### src/rtl/ras_pkg.sv
package ras_pkg;
  // Width of an address able to name n cells; never below one bit.
  function automatic int addr_width(input int n);
    if (n <= 2) return 1;
    return $clog2(n);
  endfunction
endpackage

### src/rtl/ras_addr_sr.sv
module ras_addr_sr #(
  parameter int W = 4
) (
  input  logic         clk,
  input  logic         rst,
  input  logic         ce,
  input  logic         si,
  output logic [W-1:0] addr
);
  generate
    if (W == 1) begin : g_one
      always_ff @(posedge clk) begin
        if (rst)     addr <= '0;
        else if (ce) addr <= si;
      end
    end else begin : g_many
      always_ff @(posedge clk) begin
        if (rst)     addr <= '0;
        else if (ce) addr <= {addr[W-2:0], si};
      end
    end
  endgenerate


  shift_in_lsb_chk: assert property (@(posedge clk) disable iff (rst)
    (!rst && ce) |=> (addr[0] == $past(si)));


  addr_hold_chk: assert property (@(posedge clk) disable iff (rst)
    (!rst && !ce) |=> $stable(addr));
endmodule

### src/rtl/ras_decoder.sv
module ras_decoder #(
  parameter int N = 12,
  parameter int W = 4
) (
  input  logic [W-1:0] addr,
  output logic [N-1:0] sel
);
  generate
    for (genvar i = 0; i < N; i++) begin : g_dec
      assign sel[i] = (addr == W'(i));
    end
  endgenerate
endmodule

### src/rtl/ras_cell_bank.sv
module ras_cell_bank #(
  parameter int N = 12
) (
  input  logic         clk,
  input  logic         rst,
  input  logic         test_en,
  input  logic         scan_in,
  input  logic [N-1:0] sel,
  input  logic [N-1:0] func_d,
  output logic [N-1:0] q
);
  generate
    for (genvar i = 0; i < N; i++) begin : g_cell
      always_ff @(posedge clk) begin
        if (rst)           q[i] <= 1'b0;
        else if (!test_en) q[i] <= func_d[i];
        else if (sel[i])   q[i] <= scan_in;
      end
    end
  endgenerate


  single_change_chk: assert property (@(posedge clk) disable iff (rst)
    (!rst && test_en) |=> ($countones(q ^ $past(q)) <= 1));
endmodule

### src/rtl/ras_array.sv
module ras_array #(
  parameter int N_FF = 12
) (
  input  logic            clk,
  input  logic            rst,
  input  logic [N_FF-1:0] func_d,
  output logic [N_FF-1:0] state_q,
  input  logic            test_en,
  input  logic            scan_in,
  output logic            scan_out,
  input  logic            addr_si,
  input  logic            addr_ce
);
  localparam int ADDR_W = ras_pkg::addr_width(N_FF);

  logic [ADDR_W-1:0] addr_q;
  logic [N_FF-1:0]   sel;

  ras_addr_sr #(.W(ADDR_W)) u_addr (
    .clk(clk), .rst(rst), .ce(addr_ce), .si(addr_si), .addr(addr_q)
  );

  ras_decoder #(.N(N_FF), .W(ADDR_W)) u_dec (
    .addr(addr_q), .sel(sel)
  );

  ras_cell_bank #(.N(N_FF)) u_bank (
    .clk(clk), .rst(rst), .test_en(test_en), .scan_in(scan_in),
    .sel(sel), .func_d(func_d), .q(state_q)
  );

  assign scan_out = |(state_q & sel);


  func_capture_chk: assert property (@(posedge clk) disable iff (rst)
    (!rst && !test_en) |=> (state_q == $past(func_d)));


  addressed_write_chk: assert property (@(posedge clk) disable iff (rst)
    (!rst && test_en && (int'(addr_q) < N_FF))
      |=> (state_q[$past(addr_q)] == $past(scan_in)));


  out_of_range_read_chk: assert property (@(posedge clk) disable iff (rst)
    (int'(addr_q) >= N_FF) |-> (scan_out == 1'b0));


  out_of_range_hold_chk: assert property (@(posedge clk) disable iff (rst)
    (!rst && test_en && (int'(addr_q) >= N_FF)) |=> $stable(state_q));
endmodule

### config.mk
export PLATFORM = sky130hd
export DESIGN_NAME = ras_array
export DESIGN_NICKNAME = d
export VERILOG_FILES = /design/src/rtl/ras_pkg.sv /design/src/rtl/ras_addr_sr.sv /design/src/rtl/ras_decoder.sv /design/src/rtl/ras_cell_bank.sv /design/src/rtl/ras_array.sv
export SDC_FILE = /design/constraint.sdc
export NUM_CORES = 1
export LEC_CHECK = 0
export BUFFER_PORTS_ARGS = -buffer_cell sky130_fd_sc_hd__buf_2
export CAP_MARGIN = 25
export CORE_MARGIN = 2
export CORE_UTILIZATION = 32
export DETAILED_ROUTE_END_ITERATION = 10
export HOLD_SLACK_MARGIN = 0.06
export PLACE_DENSITY_LB_ADDON = 0.12
export SLEW_MARGIN = 40
export SYNTH_ARGS = -nofsm -noshare
export SYNTH_HDL_FRONTEND = slang
export SYNTH_SLANG_ARGS = --single-unit
### constraint.sdc
create_clock -name clk -period 2.2 [get_ports clk]
set_input_delay 0.11 -clock clk [delete_from_list [all_inputs] [get_ports clk]]
set_output_delay 0.11 -clock clk [all_outputs]
set_load 0.05 [all_outputs]
==> key figures <==
Clock network
  – Inserted Clock Buffers: 3
  – Setup Buffers After CTS: 0
  – Clock sink total: 16
  – Worst skew pair latency: 0.29 ns
  – CTS tree: done
  – CTS Root Cell: clkbuf_4
  – H-tree depth: 1
  – Clk slew on worst S/H paths: 0.10 ns
  – CTS Buffer Depth: 2

Power and ir drop
  – Comb pwr share: 23.1%
  – Leakage power: 0.000448 uW
  – Total Power: 684 uW
  – Reg power frac: 47.8%
  – Maximum vdd drop: 0.453 mV
  – Clock share of power: 29.1%
  – Net Sw Power: 225 uW
  – Pint: 459 uW
  – Sw Share: 32.9%
  – PD cells: 626 nW/um^2

Yosys
  – Synth top area share: 35.6%
  – Mean Syn Cell Area: 8.41 sq um
  – Post-synth cell types: 25
  – Post-Synthesis Cells: 107
  – Sequential element share of the synthesized area: 35.6%
  – Cell area after synthesis: 900 sq um
  – #FFs+latches synth: 16
  – Top cells by area, synth: dfxtp_1, mux2i_1, nor2_1
  – Most used DFF post-synth: dfxtp_1
  – EDFF count, synth: 0
  – Warnings, synthesis: 0
  – Yosys top cell by area: dfxtp_1
  – Syn Nets: 125
  – Async SR Flop Fraction: 0%

Die
  – Die area: 3250 sq um
  – DIE WIDTH: 57.0 um
  – Initial Utilization: 33.2%
  – I/O Pins: 31
  – Num rows: 19
  – Die Ht: 57.0 um
  – Core footprint: 2710 sq um

Global route
  – Busiest grt layer: met2
  – GRT Total Usage: 14.5%
  – Number of global-route vias before repair: 769
  – First-pass GRT wire length: 3680 um
  – Met1 Track Usage GR: 18.8%
  – Pin count of the biggest net entering global routing: 25
  – Initial antenna violation count: 0
  – Met3 Use GR: 4.99%
  – GR Overflow Total: 0
  – Met2 Use GR: 22.5%

Worst setup path
  – WS Path Type: reg2out
  – Worst setup EP type: output pin
  – Worst-path cell chain: mux2_2 -> and3_1 -> o21ai_0 -> o2111ai_1 -> buf_2
  – Critical path's top delay family: flip-flops
  – Critical path origin: u_addr.addr[3]$_SDFFE_PP0P_
  – Worst stage delay on the critical path: 0.48 ns
  – Cell depth of the worst flop-to-flop path: 4
  – RR Startpoint: u_addr.addr[0]$_SDFFE_PP0P_
  – Req. time, crit path: 2.09 ns
  – Crit path depth: 5
  – Arrival @ worst endpoint: 1.87 ns
  – Sum of buffers and inverters on the critical path: 1
  – Worst Setup Start Kind: register
  – CP max-delay cell: dfxtp_2
  – Crit path max fanout: 13
  – Reg2reg end: u_bank.q[1]$_SDFFE_PP0P_
  – Worst Setup EP: scan_out
  – Reg2reg setup slack: 0.67 ns

Final layout
  – Finished Layout Cells: 163
  – Area grow syn2layout: 21.4%
  – Antenna Cells: 0
  – Fin nets: 151
  – Design Area, Final: 1090 sq um
  – Layout cell share with drive strength beyond 1: 31.1%
  – Util after Layout: 40.3%

Routing
  – DRC: 0
  – Drt total wl: 2160 um
  – Drt wl/cell: 13.2 um
  – Routed Antenna Nets: 0
  – Vias per cell: 5.10
  – Pre-antenna DRT Iters: 4
  – Iteration-0 DRC Markers: 27
  – Via count: 832

Job
  – Max-cap violation count: 0

Placement
  – DP Wirelength: 1480 um
  – GPL Wtd Cong: 0.822
  – Placed Area: 1040 sq um
  – Cell count after placement: 158
  – Port Buf Inserts: 30

STA
  – Fin. max-slew vios: 0
  – Worst Tran Pin Value: 0.507 ns
  – RSZ-0062 raised after global routing: false
  – Setup TNS Final: 0 ns
  – Crit share post-route: 90.0%
  – Minimum clock period: 1.98 ns
  – Fmax: 0.505 GHz
  – Max_slew headroom: 66.1%
  – Hold Fails Final Rpt: 0
  – Final setup viols: 0
  – Clock skew: 0.0105 ns

Outcome
  – Status: completed

Worst hold path
  – Min-delay worst type: in2reg
  – Hold Path Cell Cnt: 3
==> flip-flops by register name, indices dropped and copies added, names as in the netlist <==
register     count
u_bank.q        12
u_addr.addr      4
==> how the worst min path moves through the flow <==
stage,start,slack (ns),end
finish,func_d[3],0.08,u_bank.q[3]$_SDFFE_PP0P_
global placement,addr_si,0.35,u_addr.addr[0]$_SDFFE_PP0P_
CTS,func_d[3],0.07,u_bank.q[3]$_SDFFE_PP0P_
floorplan,addr_si,0.26,u_addr.addr[0]$_SDFFE_PP0P_
global route,func_d[10],0.07,u_bank.q[10]$_SDFFE_PP0P_
detailed placement,addr_si,0.35,u_addr.addr[0]$_SDFFE_PP0P_
==> cells in the mapped netlist (2+ instances only) <==
master / number
nor2_1: 21
dfxtp_1: 16
mux2i_1: 16
a211oi_1: 9
clkbuf_1: 5
buf_2: 4
nand2b_1: 4
nor3_1: 4
o21ai_0: 4
nand2_1: 3
a311oi_1: 2
and3_1: 2
inv_1: 2
nor3_2: 2
nor3b_1: 2
nor4_1: 2
==> routing by layer <==
metal,share of wire (%),up-vias
li1,-,436
met1,49,368
met2,44,26
met3,6.5,2
met4,0.84,0
met5,0,-
==> cell type report <==
cell class / count / area, sq um
fill: 301 / 1620
multi-input combinational: 79 / 526
sequential: 16 / 324
timing repair buffer: 31 / 160
tap: 31 / 38.8
clock buffer: 4 / 36.3
inverter: 2 / 7.51
==> stage by stage <==
step           worst slack, ns  hold WS, ns
4_1_cts                 0.0635       0.0679
3_3_place_gp             0.492        0.345
6_report                 0.220       0.0752
3_5_place_dp             0.418        0.355
2_1_floorplan            0.331        0.257
5_1_grt                 0.0718       0.0686
==> placed cells by master, fill, tap and decap left out, types with 3 or more instances in the layout <==
cell	synthesis	layout
nor3_1	4	4
nand2_1	3	3
dfxtp_1	16	13
o21ai_0	4	4
mux2i_1	16	16
a211oi_1	9	9
buf_2	4	30
nand2b_1	4	4
clkbuf_4	0	3
nor2_1	21	21
dfxtp_2	0	3
==> worst register-to-register path, delay by kind of cell, from the launching register on <==
family	cells	cell delay, ns
DFF	1	0.65
muxes	1	0.22
and+or+nand+nor	2	0.43
AOI/OAI and AO/OA	1	0.09
==> power by group through the flow <==
stage	Combinational, uW	Clock [uW]	Sequential, uW
finish	158	199	327
global route	172	224	331
CTS	159	212	327
detailed placement	157	0	334
global placement	157	0	333
floorplan	68.6	0	380
==> kinds of logic (layout without fill, tap and decap cells) <==
family / count (synthesis) / in the layout / share of synthesized area [%]
AO/OA/AOI/OAI: 20 / 20 / 16.3
buffers and inverters: 12 / 37 / 5.98
flip-flops: 16 / 16 / 35.6
multiplexers: 17 / 17 / 19.1
AND/OR/NAND/NOR: 42 / 42 / 23.1
==> repair_timing <==
| item | CTS | global route |
|---|---|---|
| hold endpoints to repair | 1 | 0 |
| hold buffers | 1 | 0 |
| setup endpoints to repair | 0 | 1 |
| gates resized for setup | 0 | 3 |
(Power assumes the default switching activity.)
